File: src/rtl/svl_pkg.sv
package svl_pkg;
    localparam int ELEM_W     = 32;
    localparam int ELEM_BYTES = ELEM_W / 8;
    localparam int RIDX_W     = 5;

    typedef enum logic [1:0] {
        ST_IDLE  = 2'd0,
        ST_ELEM  = 2'd1,
        ST_WAIT  = 2'd2,
        ST_WRITE = 2'd3
    } svl_state_e;
endpackage

File: src/rtl/svl_addr_gen.sv
module svl_addr_gen #(
    parameter int ADDR_W = 64,
    parameter int VB_SH  = 4
) (
    input  logic [ADDR_W-1:0] base,
    input  logic [3:0]        imm,
    input  logic              quad,
    output logic [ADDR_W-1:0] start
);
    localparam int SH_W = $clog2(VB_SH + 3);

    logic [ADDR_W-1:0] imm_x;
    logic [SH_W-1:0]   sh;

    always_comb begin
        imm_x = {{(ADDR_W-4){imm[3]}}, imm};
        sh    = SH_W'(VB_SH) + (quad ? SH_W'(2) : SH_W'(1));
        start = base + (imm_x << sh);
    end
endmodule

File: src/rtl/svl_dest_map.sv
module svl_dest_map (
    input  logic       bank,
    input  logic [2:0] grp,
    input  logic       quad,
    input  logic [1:0] reg_n,
    output logic [4:0] idx
);
    always_comb begin
        if (quad) begin
            idx = {bank, reg_n, grp[1:0]};
        end else begin
            idx = {bank, reg_n[0], grp};
        end
    end
endmodule

File: src/rtl/svl_mask_sel.sv
module svl_mask_sel #(
    parameter int ELEMS = 4
) (
    input  logic [4*ELEMS-1:0]         mask,
    input  logic [1:0]                 reg_n,
    input  logic [$clog2(ELEMS)-1:0]   elem,
    output logic                       active
);
    localparam int POS_W = $clog2(4 * ELEMS);

    logic [POS_W-1:0] pos;

    always_comb begin
        pos    = {reg_n, elem};
        active = mask[pos];
    end
endmodule

File: src/rtl/strided_vload_seq.sv
module strided_vload_seq
    import svl_pkg::*;
#(
    parameter int VLEN   = 128,
    parameter int ADDR_W = 64
) (
    input  logic                     clk,
    input  logic                     rst_n,
    input  logic                     start_valid,
    output logic                     idle_o,
    input  logic [ADDR_W-1:0]        base_addr,
    input  logic                     sp_sel,
    input  logic [3:0]               imm4,
    input  logic                     grp_hi,
    input  logic [2:0]               grp_lo,
    input  logic                     quad_mode,
    input  logic [4*(VLEN/32)-1:0]   act_mask,
    output logic                     rd_req_valid,
    input  logic                     rd_req_ready,
    output logic [ADDR_W-1:0]        rd_addr,
    input  logic                     rd_resp_valid,
    input  logic [ELEM_W-1:0]        rd_resp_data,
    output logic                     rf_we,
    output logic [RIDX_W-1:0]        rf_idx,
    output logic [VLEN-1:0]          rf_data,
    output logic                     done_o,
    output logic                     sp_align_err
);
    localparam int ELEMS  = VLEN / ELEM_W;
    localparam int EIW    = $clog2(ELEMS);
    localparam int MASK_W = 4 * ELEMS;
    localparam int VB_SH  = $clog2(VLEN / 8);

    typedef struct packed {
        svl_state_e         st;
        logic [ADDR_W-1:0]  addr;
        logic [1:0]         reg_n;
        logic [EIW-1:0]     elem;
        logic [VLEN-1:0]    vbuf;
        logic               quad;
        logic               bank;
        logic [2:0]         grp;
        logic [MASK_W-1:0]  mask;
        logic               misal;
    } ctx_t;

    ctx_t ctx_d, ctx_q;

    logic [ADDR_W-1:0] start_addr;
    logic              elem_active;
    logic              adv;
    logic [ELEM_W-1:0] adv_word;
    logic              last_reg;

    svl_addr_gen #(
        .ADDR_W (ADDR_W),
        .VB_SH  (VB_SH)
    ) u_addr (
        .base  (base_addr),
        .imm   (imm4),
        .quad  (quad_mode),
        .start (start_addr)
    );

    svl_mask_sel #(
        .ELEMS (ELEMS)
    ) u_mask (
        .mask   (ctx_q.mask),
        .reg_n  (ctx_q.reg_n),
        .elem   (ctx_q.elem),
        .active (elem_active)
    );

    svl_dest_map u_dest (
        .bank  (ctx_q.bank),
        .grp   (ctx_q.grp),
        .quad  (ctx_q.quad),
        .reg_n (ctx_q.reg_n),
        .idx   (rf_idx)
    );

    always_comb begin
        ctx_d        = ctx_q;
        rd_req_valid = 1'b0;
        rf_we        = 1'b0;
        done_o       = 1'b0;
        adv          = 1'b0;
        adv_word     = '0;
        last_reg     = ctx_q.quad ? (ctx_q.reg_n == 2'd3) : (ctx_q.reg_n == 2'd1);

        case (ctx_q.st)
            ST_IDLE: begin
                if (start_valid) begin
                    ctx_d.st    = ST_ELEM;
                    ctx_d.addr  = start_addr;
                    ctx_d.reg_n = '0;
                    ctx_d.elem  = '0;
                    ctx_d.quad  = quad_mode;
                    ctx_d.bank  = grp_hi;
                    ctx_d.grp   = grp_lo;
                    ctx_d.mask  = act_mask;
                    ctx_d.misal = sp_sel && (base_addr[3:0] != 4'd0);
                end
            end
            ST_ELEM: begin
                if (elem_active) begin
                    rd_req_valid = 1'b1;
                    if (rd_req_ready) begin
                        ctx_d.st = ST_WAIT;
                    end
                end else begin
                    adv = 1'b1;
                end
            end
            ST_WAIT: begin
                if (rd_resp_valid) begin
                    adv      = 1'b1;
                    adv_word = rd_resp_data;
                end
            end
            ST_WRITE: begin
                rf_we = 1'b1;
                if (last_reg) begin
                    done_o   = 1'b1;
                    ctx_d.st = ST_IDLE;
                end else begin
                    ctx_d.reg_n = ctx_q.reg_n + 2'd1;
                    ctx_d.elem  = '0;
                    ctx_d.st    = ST_ELEM;
                end
            end
            default: ctx_d.st = ST_IDLE;
        endcase

        if (adv) begin
            ctx_d.vbuf[ctx_q.elem*ELEM_W +: ELEM_W] = adv_word;
            ctx_d.addr = ctx_q.addr + ADDR_W'(ELEM_BYTES);
            ctx_d.elem = ctx_q.elem + EIW'(1);
            ctx_d.st   = (ctx_q.elem == EIW'(ELEMS - 1)) ? ST_WRITE : ST_ELEM;
        end
    end

    always_ff @(posedge clk or negedge rst_n) begin
        if (!rst_n) begin
            ctx_q <= '0;
        end else begin
            ctx_q <= ctx_d;
        end
    end

    assign idle_o       = (ctx_q.st == ST_IDLE);
    assign rd_addr      = ctx_q.addr;
    assign rf_data      = ctx_q.vbuf;
    assign sp_align_err = done_o && ctx_q.misal;

    AST_IDLE_QUIET: assert property (@(posedge clk) disable iff (!rst_n)
        idle_o |-> (!rd_req_valid && !rf_we && !done_o));
    AST_REQ_HOLD: assert property (@(posedge clk) disable iff (!rst_n)
        (rd_req_valid && !rd_req_ready) |=> (rd_req_valid && $stable(rd_addr)));
    AST_ONE_OUTSTANDING: assert property (@(posedge clk) disable iff (!rst_n)
        (rd_req_valid && rd_req_ready) |=> !rd_req_valid);
    AST_DONE_ON_WRITE: assert property (@(posedge clk) disable iff (!rst_n)
        done_o |-> rf_we);
    AST_NO_EARLY_WRITE: assert property (@(posedge clk) disable iff (!rst_n)
        (start_valid && idle_o) |=> !rf_we);
    AST_ALIGN_WITH_DONE: assert property (@(posedge clk) disable iff (!rst_n)
        sp_align_err |-> done_o);
endmodule

File: config.mk
export PLATFORM = sky130hd
export DESIGN_NAME = strided_vload_seq
export DESIGN_NICKNAME = d
export VERILOG_FILES = /design/src/rtl/svl_pkg.sv /design/src/rtl/svl_addr_gen.sv /design/src/rtl/svl_dest_map.sv /design/src/rtl/svl_mask_sel.sv /design/src/rtl/strided_vload_seq.sv
export SDC_FILE = /design/constraint.sdc
export NUM_CORES = 1
export LEC_CHECK = 0
export BUFFER_PORTS_ARGS = -buffer_cell sky130_fd_sc_hd__buf_2
export CELL_PAD_IN_SITES_DETAIL_PLACEMENT = 0
export CELL_PAD_IN_SITES_GLOBAL_PLACEMENT = 1
export CORE_MARGIN = 3
export CORE_UTILIZATION = 42
export CTS_BUF_LIST = sky130_fd_sc_hd__clkbuf_4
export CTS_CLUSTER_DIAMETER = 80
export CTS_CLUSTER_SIZE = 25
export DETAILED_ROUTE_END_ITERATION = 12
export HOLD_SLACK_MARGIN = 0.02
export PLACE_DENSITY_LB_ADDON = 0.1
export SLEW_MARGIN = 30
export SYNTH_ARGS = -nofsm -noshare
export SYNTH_HDL_FRONTEND = slang
export SYNTH_HIERARCHICAL = 1
export SYNTH_SLANG_ARGS = --single-unit
File: constraint.sdc
create_clock -name clk -period 3.95 [get_ports clk]
set_clock_uncertainty 0.15 [all_clocks]
set_input_delay 0.1975 -clock clk [delete_from_list [all_inputs] [get_ports clk]]
set_output_delay 0.1975 -clock clk [all_outputs]
set_load 0.01 [all_outputs]
* Yosys cells after proc, flatten, opt, wreduce, memory -nomap -nowiden
Cells that the tools add are included.
** Storage, ports and cells
- Register bits :: 220
- Input bits :: 127
- Output and inout port bits :: 202
** Operators by class
- Add/subtract/negate cells :: 6
- Magnitude comparators :: 1
- Eq/ne operators :: 12
- Shifts and indexed selects :: 3
- Multiplexer cells :: 27
- Reductions and logical operators :: 14
** Operators by type and width (count)
- 2-to-1 mux 130 bit :: 1
- bitwise mux 128 bit :: 1
- variable shift 32 x 34 -> 128 bit, first input constant :: 1
- variable part select 32 x 34 -> 128 bit :: 1
- 2-to-1 mux 70 bit :: 1
- 2-to-1 mux 66 bit :: 1
- adder 64 x 3 -> 64 bit, second input constant :: 1
- adder 64 bit :: 1
- 2-to-1 mux 32 bit :: 2
- 2-to-1 mux 64 bit :: 1
- left shift 64 x 3 -> 64 bit :: 1
- negator 7 -> 34 bit :: 1
- 2-to-1 mux 1 bit :: 10
- != test 3 bit, second input constant :: 3
- equality test 2 bit, second input constant :: 4
- 2-to-1 mux 2 bit :: 4
- 2-to-1 mux 4 bit :: 2
- one-hot mux 4 bit (2 select lines) :: 1
- nonzero test 4 bit :: 2
- one-hot mux 2 bit (3 select lines) :: 1
- AND reduction 3 bit :: 2
- nonzero test 2 bit :: 3
- < comparator 4 x 5 -> 1 bit, second input constant :: 1
- adder 2 x 1 -> 2 bit, second input constant :: 2
- other kinds (11) :: 15

* Depth between registers and ports, before layout
Gate-level depths: netlist of run 1.
- Word-level depth :: 7
- Mapped depth :: 14

* Cells and area by module
Netlist of run 1, hierarchy kept.
** Modules (own cells, without submodules)
- strided_vload_seq :: times used 1, cells an instance 1267, area each 11365.9 um^2, sequential area each 5505.3 um^2
- svl_addr_gen :: times used 1, cells an instance 534, area each 3638.5 um^2, sequential area each 0.0 um^2
- svl_mask_sel :: times used 1, cells an instance 7, area each 135.1 um^2, sequential area each 0.0 um^2
- svl_dest_map :: times used 1, cells an instance 5, area each 45.0 um^2, sequential area each 0.0 um^2

* Worst setup path before layout of run 1
No wires, ideal clock.
- Path kind :: in2reg
- Start point :: in quad_mode
- End point :: reg ctx_q, in the netlist rd_addr[55]
- Setup time :: 0.084 ns
- Data arrival time :: 3.032 ns
- Data required time :: 3.716 ns
- Slack :: 0.684 ns
- Stages on the path :: 14
- Path through :: mux2_2 ha_1 o211a_1 a211o_1 a21oi_1 o41ai_1 a21o_1 a221o_1 a31oi_1 o21ai_1 xor2_1 nor2_1 a31oi_1 a21boi_0
** On the way
- Cells in the longest elaborated chain, start to end :: 7
** RTL lines
- from (decl) :: RTL line strided_vload_seq.sv:16 : input logic quad_mode,
- 2-to-1 mux 2 bit :: RTL line svl_addr_gen.sv:17 : sh = SH_W'(VB_SH) + (quad ? SH_W'(2) : SH_W'(1));
- adder 3 bit :: RTL line svl_addr_gen.sv:17
- left shift 64 x 3 -> 64 bit :: RTL line svl_addr_gen.sv:18 : start = base + (imm_x << sh);
- adder 64 bit :: RTL line svl_addr_gen.sv:18
- via start_addr[55] :: RTL line strided_vload_seq.sv:49 : logic [ADDR_W-1:0] start_addr;
- 2-to-1 mux 70 bit :: RTL line strided_vload_seq.sv:93 : if (start_valid) begin
- 2-to-1 mux 64 bit :: RTL line strided_vload_seq.sv:91 : case (ctx_q.st)
- 2-to-1 mux 66 bit :: RTL line strided_vload_seq.sv:135 : if (adv) begin
- to (signal assigned) :: RTL line strided_vload_seq.sv:147 : ctx_q <= ctx_d;
- to (decl) :: RTL line strided_vload_seq.sv:47 : ctx_t ctx_d, ctx_q;
The timed path passes the listed nets, and every way through them passes these cells. The select of a mux whose other input is x is not followed.
A chain may end at the register's enable or synchronous reset.

* Worst setup path after layout of run 1
Ends and elaborated chain as after synthesis.

==> summary.md, run 1 <==
| Metric | Value |
|---|---|
| Starting density of the core | 0.427 |
| Syn Nets | 2,013 |
| GR Overflow Total | 0 |
| Post-Synth Adder-Cell Area | 0.0606 |
| Largest family of logic cells by synthesized area | compound AO/OA/AOI/OAI gates |
| Final hold violation count | 0 |
| Die width | 196 µm |
| Setup Crit Path Kind | in -> reg |
| Core Region | 35,600 µm² |
| Clock transition at path regs | 0.22 ns |
| WHS | 0.0704 ns |
| Via/cell ratio | 5.49 |
| Fin util | 0.489 |
| Initial DRC Count | 922 |
| DRC Markers | 0 |
| Cells after Synth | approximately 1,800 |
| Antenna violations before repair | 1 |
| Worst Path Required | 4.38 ns |
| Seq cells post-synth | 220 |
| Type of the tightest min-delay check | in -> reg |
| Critical path peak fanout | 5 |
| Crit. End Element | flop |
| R2R Setup Slk | 0.37 ns |
| CTS H-Tree Depth | 1 |
| IO Count | about 330 |
| Final ANT Viol Nets | 0 |
| RSZ-0062 raised after global routing | no |
| First-pass GRT wire length | 76,500 µm |
| CTS Buffer Depth | 3 |
| Vias in the first global route | roughly 14,000 |
| Clk root buf | clkbuf_4 |
| Final-stage net count | 2,240 |
| Wirelength, routed | 48,500 µm |
| PortBufs | between 300 and 400 |
| Ys async rst share | 1.00 |
| Die area | 38,500 µm² |
| Most used DFF post-synth | dfrtp_1 |
| Cell area after synthesis | 15,200 µm² |
| Post-synthesis simple-gate area fraction | 0.192 |
| Syn Area/Cell | 8.38 µm² |
| Setup tns final | 0 ns |
| Final setup viols | 0 |
| VDD IR max | 0.000312 V |
| Hold buffer count at cts | 129 |
| Gpl congestion | between 0.8 and 0.9 |
| Post-synth EDFFs | 0 |
| Ratio of cells with drive above 1 in the final layout | 0.207 |
| CTS Sinks | between 200 and 250 |
| Slew @ Worst Pin | 0.897 ns |
| Post-Synth XOR/XNOR Area | 0.0352 |
| Largest net degree at the start of global routing | 114 |
| Multiplexer share of the synthesized area | 0.0147 |
| Die height | 196 µm |
| Rows | 69 |
| CTS tree | built |
| Static leakage power | 8.24 nW |
| Max Clk Rate | between 200 and 300 MHz |
| GRT Util Overall | 0.244 |
| Pwr per Cell Area | between 400 and 500 nW/µm² |
| Wire length per cell | 19.4 µm |
| First-pass DRT Iterations | 8 |
| HPWL after DPL | between 30,000 and 40,000 µm |
| Ys Warns | 6 |
| Max Cap Viol | 0 |
| Buffer count from post-CTS setup fixing | 0 |
| Fin crit period | 3.62 ns |
| Area grow syn2layout | 14.6% |
| Worst rel slew slack | 0.400 |
| Synth Area in Compound Gates | 0.206 |
| Sequential area share after synthesis | 0.363 |
| Final period utilization | 0.918 |
| Resize count post-CTS | 0 |
| CTS Buf Count | 13 |
| Number of distinct library cells after synthesis | 84 |
| Fin. max-slew vios | 0 |
| Critical path arrival | 4.05 ns |
| Vias | 13,736 |
| Clk_lat worst skew | a little under 0.7 ns |
| CP startpoint kind | input pin |
| Status | finished, final reports clean |
-- stage by stage --
stage          power, mW  cells  instance area, µm²  worst slack (ns)
3_3_place_gp        7.42   2356               15900             0.260
6_report            8.62   2504               17400             0.326
5_1_grt             9.30   2504               17400            0.0921
4_1_cts             8.66   2502               17400             0.355
3_5_place_dp        7.46   2356               15900             0.183
2_1_floorplan       6.29   1813               15200             0.684
-- routing by layer --
layer,global-route usage,share of wire,vias to the layer above
li1,-,-,6690
met1,0.345,0.46,6582
met2,0.412,0.47,419
met3,0.0249,0.057,45
met4,0.0428,0.015,0
met5,0,0,-
-- cells by family after synthesis --
| family | count (synthesis) |
|---|---|
| buffers and inverters | 321 |
| AO/OA/AOI/OAI | 478 |
| flip-flops | 220 |
| XOR/XNOR | 61 |
| multiplexers | 15 |
| other | 1 |
| adder cells (fa/ha/maj) | 73 |
| AND/OR/NAND/NOR | 644 |
-- synth_stat cells (15+ instances only) --
cell	number	area [µm²]
a21o_1	35	263
a21oi_1	106	531
and3_1	28	175
buf_4	199	1490
clkbuf_1	82	308
dfrtp_1	220	5510
ha_1	72	901
inv_1	35	131
nand2_1	346	1300
nand3_1	42	210
nand4_1	35	219
nor2_1	92	345
nor3_1	36	180
o211ai_1	21	158
o21ai_0	120	601
o21bai_1	15	113
o31ai_1	67	503
xnor2_1	38	333
xor2_1	23	201
-- final timing paths --
check	from	endpoint	depth (start not counted)
hold / removal	base_addr[60]	rd_addr[60]	5
hold reg to reg	flop	flop	2
min in group asynchronous	rst_n	asynchronous set/reset pin	3
setup reg to reg	ctx_q[150]	rd_addr[58]	9
max in group asynchronous	rst_n	rd_addr[63]	5
setup / recovery	quad_mode	rd_addr[55]	17
-- critical path, stage by stage --
cell and delay, ns:
dlygate4sd3_1 0.52, buf_2 0.16, mux2_2 0.35, ha_1 0.34, a21o_1 0.26, a211o_1 0.30
a21oi_1 0.19, o41ai_1 0.12, buf_4 0.16, a21o_1 0.18, a221o_1 0.34, a31oi_1 0.26
o21ai_1 0.10, xor2_1 0.18, nor2_1 0.07, a31oi_1 0.12, a21boi_0 0.19
-- power by group --
group | internal (mW) | total (mW) | switching [mW] | leakage (nW)
clock | 0.176 | 0.917 | 0.741 | 0.0797
sequential | 2.74 | 3.34 | 0.593 | 2.86
combinational | 1.69 | 4.37 | 2.68 | 5.30
-- layout make-up --
type | count | area [µm²]
Tap cell | 461 | 577
Multi-Input combinational cell | 1272 | 7740
Antenna cell | 1 | 2.50
Clock inverter | 4 | 38.8
Inverter | 35 | 131
Clock buffer | 13 | 97.6
Timing Repair Buffer | 498 | 3310
Sequential cell | 220 | 5510
Fill cell | 3588 | 18200
-- cells in the final DEF (no fill, tap or decap), drive strengths merged, types with 15 or more instances in the layout --
| cell | netlist | layout |
|---|---|---|
| o211ai | 21 | 21 |
| nand2 | 347 | 347 |
| o21bai | 15 | 15 |
| buf | 204 | 369 |
| o21ai | 125 | 125 |
| dfrtp | 220 | 220 |
| a21o | 35 | 35 |
| nand4 | 36 | 36 |
| nor2 | 92 | 92 |
| o22ai | 15 | 15 |
| o31ai | 68 | 68 |
| a21oi | 108 | 108 |
| nor3 | 39 | 39 |
| nand3 | 42 | 42 |
| ha | 72 | 72 |
| xnor2 | 38 | 38 |
| dlygate4sd3 | 0 | 129 |
| inv | 35 | 37 |
| xor2 | 23 | 23 |
| and3 | 29 | 29 |
No activity file was read; power rests on OpenSTA's default activity.
==> run 2: changes to the inputs <==
--- a/config.mk
+++ b/config.mk
@@ -14,8 +14,10 @@
 export CTS_CLUSTER_DIAMETER = 80
 export CTS_CLUSTER_SIZE = 25
 export DETAILED_ROUTE_END_ITERATION = 12
+export GPL_TIMING_DRIVEN = 0
 export HOLD_SLACK_MARGIN = 0.02
 export PLACE_DENSITY_LB_ADDON = 0.1
+export RECOVER_POWER = 25
 export SLEW_MARGIN = 30
 export SYNTH_ARGS = -nofsm -noshare
 export SYNTH_HDL_FRONTEND = slang
==> run 2 against run 1 <==
Sequential cell count is the same; first-iteration DRC count shrank 10%; utilization grew 3.4 points; largest power group unchanged; the flow now finishes with violations (max-capacitance violations, max-slew violations); global-route usage grew 0.99 points; register-to-register slack lost 0.10 ns; cell area grew 7.0%; worst setup slack lost 0.16 ns; critical endpoint is now rd_addr[62]; clock power grew 7.3%; wire length grew 4.0%; cell count grew 8.9%.
==> summary.md, run 2 (synthesis gave the netlist of run 1 again) <==
| Metric | Value |
|---|---|
| First-pass GRT wire length | 79,000 µm (+3.2%) |
| Gpl congestion | 0.895 (+0.96%) |
| Vias in the first global route | 14,299 (+5.9%) |
| Static leakage power | 9.06 nW (+10%) |
| R2R cell count | 9 (unchanged) |
| Most frequent cells in the layout | 346 x nand2_1, 330 x buf_2, 219 x dfrtp_1 |
| CP startpoint kind | input pin |
| Status | finished with violations |
| GR Overflow Total | 0 (unchanged) |
| Antenna violations before repair | 1 (unchanged) |
| Dpl ws | -0.445 ns (-0.628 ns) |
| Max Cap Viol | 3 (+3) |
| Wirelength, routed | 50,400 µm (+4.0%) |
| Area grow syn2layout | 22.6% |
| CTS H-Tree Depth | 1 (unchanged) |
| Setup tns final | 0 ns (unchanged) |
| Worst Path Required | 4.37 ns (about the same) |
| HPWL after DPL | 39,400 µm (+11%) |
| CTS Sinks | 220 (unchanged) |
| VDD IR max | 0.000291 V (-6.5%) |
| Core Region | 35,600 µm² (unchanged) |
| Final hold violation count | 0 (unchanged) |
| Clock transition at path regs | 0.20 ns (-0.02 ns) |
| WP depth | 15 (-2) |
| Final-stage net count | 2,458 (+9.7%) |
| Clk root buf | clkbuf_4 |
| Wire length per cell | 18.5 µm (-4.5%) |
| Final setup margin | 0.162 ns (-0.163 ns) |
| Most common cell after layout, fill and taps aside | nand2_1 |
| Fin crit period | 3.79 ns (+0.163 ns) |
| Cell family with most CP delay | compound AO/OA/AOI/OAI gates |
| Area of the multi-input gates | 7730 µm² (-0.13%) |
| Initial DRC Count | 828 (-10%) |
| Ratio of cells with drive above 1 in the final layout | 0.261 (+0.0543) |
| Worst setup path start | base_addr[5] |
| Setup Crit Path Kind | in -> reg |
| Die width | 196 µm (unchanged) |
| Crit path top cell by count | dlygate4sd3_1 |
| Failing checks | max-capacitance violations, max-slew violations |
| Largest net degree at the start of global routing | 82 (-28%) |
| Finished Cell Area | 18,600 µm² (+7.0%) |
| Starting density of the core | 0.427 (unchanged) |
| Final ANT Viol Nets | 0 (unchanged) |
| Slew @ Worst Pin | 2.57 ns (+1.68 ns) |
| Pwr per Cell Area | 488 nW/µm² (-1.4%) |
| Power, Total | 9.09 mW (+5.5%) |
| Vias | 14,599 (+6.3%) |
| Clk_lat worst skew | 0.65 ns (-0.03 ns) |
| Critical path peak fanout | 4 (-1) |
| CTS tree | built |
| R2R Setup Slk | 0.27 ns (-0.10 ns) |
| Final setup viols | 0 (unchanged) |
| Final period utilization | 0.959 (+0.0414) |
| Placed cell count | 2,605 (+11%) |
| Critical path arrival | 4.21 ns (+0.16 ns) |
| Max Clk Rate | 264 MHz (-4.3%) |
| Type of the tightest min-delay check | in -> reg |
| Worst setup endpoint | rd_addr[62] |
| Slowest cell on crit path | dlygate4sd3_1 |
| CTS Buf Count | 14 (+1) |
| Worst reg2reg startpoint | ctx_q[150] |
| FF/Latch Area | 5510 µm² (about the same) |
| IO Count | 329 (unchanged) |
| Crit path cell chain | dlygate4sd3_1, buf_2, fa_1, a21o_1, a221oi_4, o22ai_2, a311o_1, o21ba_1, o21ai_2, a31oi_2, a311oi_2, xnor2_1, dlygate4sd3_1, nor2_1, nor3_1 |
| Rows | 69 (unchanged) |
| Die height | 196 µm (unchanged) |
| Layout Cells excl Fill | 2,726 (+8.9%) |
| Fin. max-slew vios | 142 (+142) |
| Slowest Stage Delay on Critical Path | 0.55 ns (+0.03 ns) |
| Buf/Inv on CP | 3 (unchanged) |
| PortBufs | 328 (unchanged) |
| GRT Util Overall | 0.254 (+0.00992) |
| DRC Markers | 0 (unchanged) |
| CTS Buffer Depth | 3 (unchanged) |
| Post-DP Area | 17,500 µm² (+9.8%) |
| Via/cell ratio | 5.36 (-2.4%) |
| Die area | 38,500 µm² (unchanged) |
| First-pass DRT Iterations | 7 (-1) |
| Crit. End Element | flop |
| Worst rel slew slack | -0.715 (-1.12) |
| Fill cell count | 3,574 (-0.39%) |
[run 2: area by class of cell]
class	instances	area share
Timing Repair Buffer	429	0.143
Clock buffer	16	0.00645
Antenna cell	1	0.000134
Buffer	286	0.0984
Clock inverter	6	0.00336
Inverter	35	0.00706
Tap cell	461	0.0310
Multi-Input combinational cell	1272	0.415
Sequential cell	220	0.296
[run 2: repair_timing]
item                                    CTS  global route
gates resized for setup                   3             7
hold buffers                             96             0
endpoints found under the hold margin   406             0
pin swaps                                 0             2
endpoints found under the setup margin   15            64
setup buffers                             0             2
[run 2: routing by layer]
layer  wire, µm  global-route usage  up-vias
met5          0                   0        -
met4       1370              0.0684        0
met3       2840              0.0235       76
met2      23900               0.435      479
met1      22300               0.345     6918
li1           -                   -     7126
[run 2: worst min path at each step]
stage | endpoint | slack (ns) | cells past startpoint | start
finish | rd_addr[8] | 0.09 | 4 | base_addr[8]
global route | ctx_q[5] | 0.07 | 4 | act_mask[4]
CTS | rd_addr[8] | 0.02 | 4 | base_addr[8]
detailed placement | asynchronous set/reset pin | -0.03 | 1 | rst_n
global placement | ctx_q[10] | 0.24 | 3 | act_mask[9]
floorplan | asynchronous set/reset pin | -0.25 | 0 | rst_n
[run 2: stage by stage]
step | hold WS, ns | util
2_1_floorplan | -0.248 | -
4_1_cts | 0.0240 | 0.525
3_5_place_dp | -0.0301 | 0.492
6_report | 0.0903 | 0.523
3_3_place_gp | 0.245 | 0.489
5_1_grt | 0.0718 | 0.523
[run 2: worst reg2reg max path: cells and delay by family, from the launching register on]
family                 cells  cell delay [ns]
AND/OR/NAND/NOR            3             1.10
AO/OA/AOI/OAI              2             0.58
flip-flops                 1             0.56
multiplexers               3             0.91
buffers and inverters      1             0.31
[run 2: power by group]
part	leakage, nW	internal [mW]	switching (mW)
Combinational	6.10	1.92	2.90
Sequential	2.86	2.74	0.546
Clock	0.101	0.223	0.761
Total	9.06	4.89	4.21
==> run 3: changes to the inputs <==
--- a/config.mk
+++ b/config.mk
@@ -9,15 +9,15 @@
 export CELL_PAD_IN_SITES_DETAIL_PLACEMENT = 0
 export CELL_PAD_IN_SITES_GLOBAL_PLACEMENT = 1
 export CORE_MARGIN = 3
-export CORE_UTILIZATION = 42
+export CORE_UTILIZATION = 45
 export CTS_BUF_LIST = sky130_fd_sc_hd__clkbuf_4
 export CTS_CLUSTER_DIAMETER = 80
 export CTS_CLUSTER_SIZE = 25
 export DETAILED_ROUTE_END_ITERATION = 12
 export GPL_TIMING_DRIVEN = 0
 export HOLD_SLACK_MARGIN = 0.02
+export MAX_ROUTING_LAYER = met4
 export PLACE_DENSITY_LB_ADDON = 0.1
-export RECOVER_POWER = 25
 export SLEW_MARGIN = 30
 export SYNTH_ARGS = -nofsm -noshare
 export SYNTH_HDL_FRONTEND = slang
==> constraint.sdc (replaced) <==
create_clock -name clk -period 4.6 [get_ports clk]
set_clock_uncertainty 0.15 [all_clocks]
set_input_delay 0.23 -clock clk [delete_from_list [all_inputs] [get_ports clk]]
set_output_delay 0.23 -clock clk [all_outputs]
set_load 0.01 [all_outputs]
==> run 3 against run 2 <==
Wire length fell by 1.5%; sequential power fell by 14%; highest routed layer unchanged; sequential share of layout area rose by 0.22 points; cell count fell by 1.2%; the flow now finishes without violations; hold slack got worse by 0.039 ns; largest cell class unchanged; register-to-register slack improved by 0.05 ns; sequential cell count did not move; clock-buffer cell count fell by 3; utilization rose by 3.9 points; critical path depth fell by 5; worst setup slack improved by 0.15 ns.
==> summary.md, run 3 (synthesis gave the netlist of run 1 again) <==
| Metric | Value |
|---|---|
| Status | finished, final reports clean |
| IO Count | 329 (unchanged) |
| Gpl congestion | 0.886 (-0.93%) |
| Final-stage net count | 2,444 (-0.57%) |
| Hold path cells | 5 (+1) |
| RSZ-0062 raised after global routing | no |
| CP startpoint kind | flop |
| Ratio of cells with drive above 1 in the final layout | 0.259 (-0.00259) |
| Fin util | 0.562 (+0.0387) |
| First-pass GRT wire length | 77,300 µm (-2.1%) |
| R2R cell count | 10 (+1) |
| CTS tree | built |
| GRT Util Overall | 0.276 (+0.0216) |
| Clk root buf | clkbuf_4 |
| Area grow syn2layout | 21.7% |
| Flop pwr share | 0.365 (+0.003) |
| Clock share of power | 0.101 (-0.007) |
| Comb power frac | 0.533 (+0.003) |
| Static leakage power | 9.00 nW (-0.66%) |
| GR Overflow Total | 0 (unchanged) |
| Final period utilization | 0.931 |
| GR peak layer | met2 |
| Max Cap Viol | 0 (-3) |
| Most frequent cells in the layout | 346 x nand2_1, 330 x buf_2, 220 x dfrtp_1 |
| Core Region | 32,900 µm² (-7.6%) |
| Wirelength, routed | 49,700 µm (-1.5%) |
| Die area | 36,000 µm² (-6.5%) |
| Worst Path Required | 5.02 ns (+0.65 ns) |
| Vias in the first global route | 14,141 (-1.1%) |
| CTS Buffer Depth | 3 (unchanged) |
| Final setup viols | 0 (unchanged) |
| Clock transition at path regs | 0.26 ns (+0.06 ns) |
| Antenna violations before repair | 2 (+1) |
| Switching Share | 0.463 (+0.000784) |
| Via/cell ratio | 5.43 (+1.4%) |
| DRC Markers | 0 (unchanged) |
| Most common cell after layout, fill and taps aside | nand2_1 |
| Met3 usage | 0.0341 (+0.0106) |
| Critical path peak fanout | 10 (+6) |
| Rows | 66 (-4.3%) |
| Final hold violation count | 0 (unchanged) |
| VDD IR max | 0.000242 V (-17%) |
| Sw Pwr | 3.58 mW (-15%) |
| Starting density of the core | 0.462 (+0.0351) |
| First-pass DRT Iterations | 5 (-2) |
| Finished Cell Area | 18,500 µm² (-0.77%) |
| Largest net degree at the start of global routing | 86 (+4.9%) |
| Setup Crit Path Kind | reg -> reg |
| Worst rel slew slack | 0.294 (+1.01) |
| Grt met2 use | 0.452 (+0.0165) |
| Slew @ Worst Pin | 1.05 ns (-1.52 ns) |
| M1 GR Usage | 0.356 (+0.0105) |
| CTS Sinks | 220 (unchanged) |
| Critical path arrival | 4.71 ns (+0.50 ns) |
| CTS H-Tree Depth | 1 (unchanged) |
| Pwr per Cell Area | 418 nW/µm² (-14%) |
| PortBufs | 328 (unchanged) |
| CTS Buf Count | 13 (-1) |
| Clk_lat worst skew | 0.69 ns (+0.04 ns) |
| Setup tns final | 0 ns (unchanged) |
| HPWL after DPL | 38,600 µm (-2.1%) |
| Max Clk Rate | 233 MHz |
| Cell internal pwr | 4.15 mW (-15%) |
| Initial DRC Count | 632 (-24%) |
| Final ANT Viol Nets | 0 (unchanged) |
| Vias | 14,625 (+0.18%) |
| Power, Total | 7.73 mW (-15%) |
| Post-DP Area | 17,400 µm² (-0.29%) |
| Fin crit period | 4.28 ns |
| Die height | 190 µm (-3.3%) |
| Fin. max-slew vios | 0 (-100%) |
| Fill cell count | 3,253 (-9.0%) |
| Crit. End Element | flop |
| Die width | 190 µm (-3.3%) |
| Type of the tightest min-delay check | in -> reg |
| Wire length per cell | 18.5 µm (-0.29%) |
## run 3: path summary, 6_finish.rpt
path                                     from                         end  slack (ns)
worst max-delay path               ctx_q[150]                  rd_addr[1]        0.32
worst min-delay path            base_addr[26]                 rd_addr[26]        0.05
worst max register to register     ctx_q[150]                  rd_addr[1]        0.32
worst min register to register      ctx_q[10]                   ctx_q[10]        0.36
max in group asynchronous               rst_n                 rd_addr[63]        3.01
min in group asynchronous               rst_n  asynchronous set/reset pin        0.50
## run 3: cell type report
cell class	count	area [µm²]	area share
Multi-Input combinational cell	1272	7720	0.418
Tap cell	442	553	0.0299
Clock buffer	13	97.6	0.00528
Buffer	286	1830	0.0989
Clock inverter	6	48.8	0.00264
Inverter	35	131	0.00711
Timing Repair Buffer	416	2590	0.140
Antenna cell	2	5.00	0.000271
Sequential cell	220	5510	0.298
## run 3: layer usage
layer	wire length, µm	share of wire	vias to the layer above
li1	-	-	7116
met1	21400	0.43	6938
met2	23400	0.47	478
met3	3120	0.063	93
met4	1710	0.035	0
met5	0	0	-
## run 3: critical path, stage by stage, from the launching register on
cell	delay, ns
dfrtp_1	0.68
mux4_1	0.65
mux2i_1	0.15
mux2i_1	0.13
nor2b_1	0.20
o21a_1	0.32
clkbuf_1	0.53
clkbuf_2	0.40
o21ai_0	0.19
a22o_1	0.20
dlygate4sd3_1	0.55
## run 3: repair_timing
action                                 4_1_cts  5_1_grt
gates resized for setup                      0        2
buffers inserted                             0        0
setup endpoints to repair                    0        2
endpoints found under the hold margin      309        0
hold buffers                                86        0
## run 3: metrics by stage
stage / hold slack (ns) / setup slack [ns] / std cells
after floorplan: -0.216 / 1.30 / 1813
after detailed placement: 0.0520 / 0.217 / 2585
after global routing: 0.0681 / 0.0996 / 2692
final: 0.0514 / 0.316 / 2692
after global placement: 0.273 / -0.747 / 2583
after CTS: 0.0216 / 0.0635 / 2690
## run 3: power by group through the flow
stage,Combinational [mW],Sequential [mW],Clock [mW]
final,4.12,2.82,0.781
after global routing,4.53,2.90,0.875
after CTS,4.12,2.82,0.811
after detailed placement,4.03,2.86,0
after global placement,3.99,2.84,0
after floorplan,2.68,2.71,0
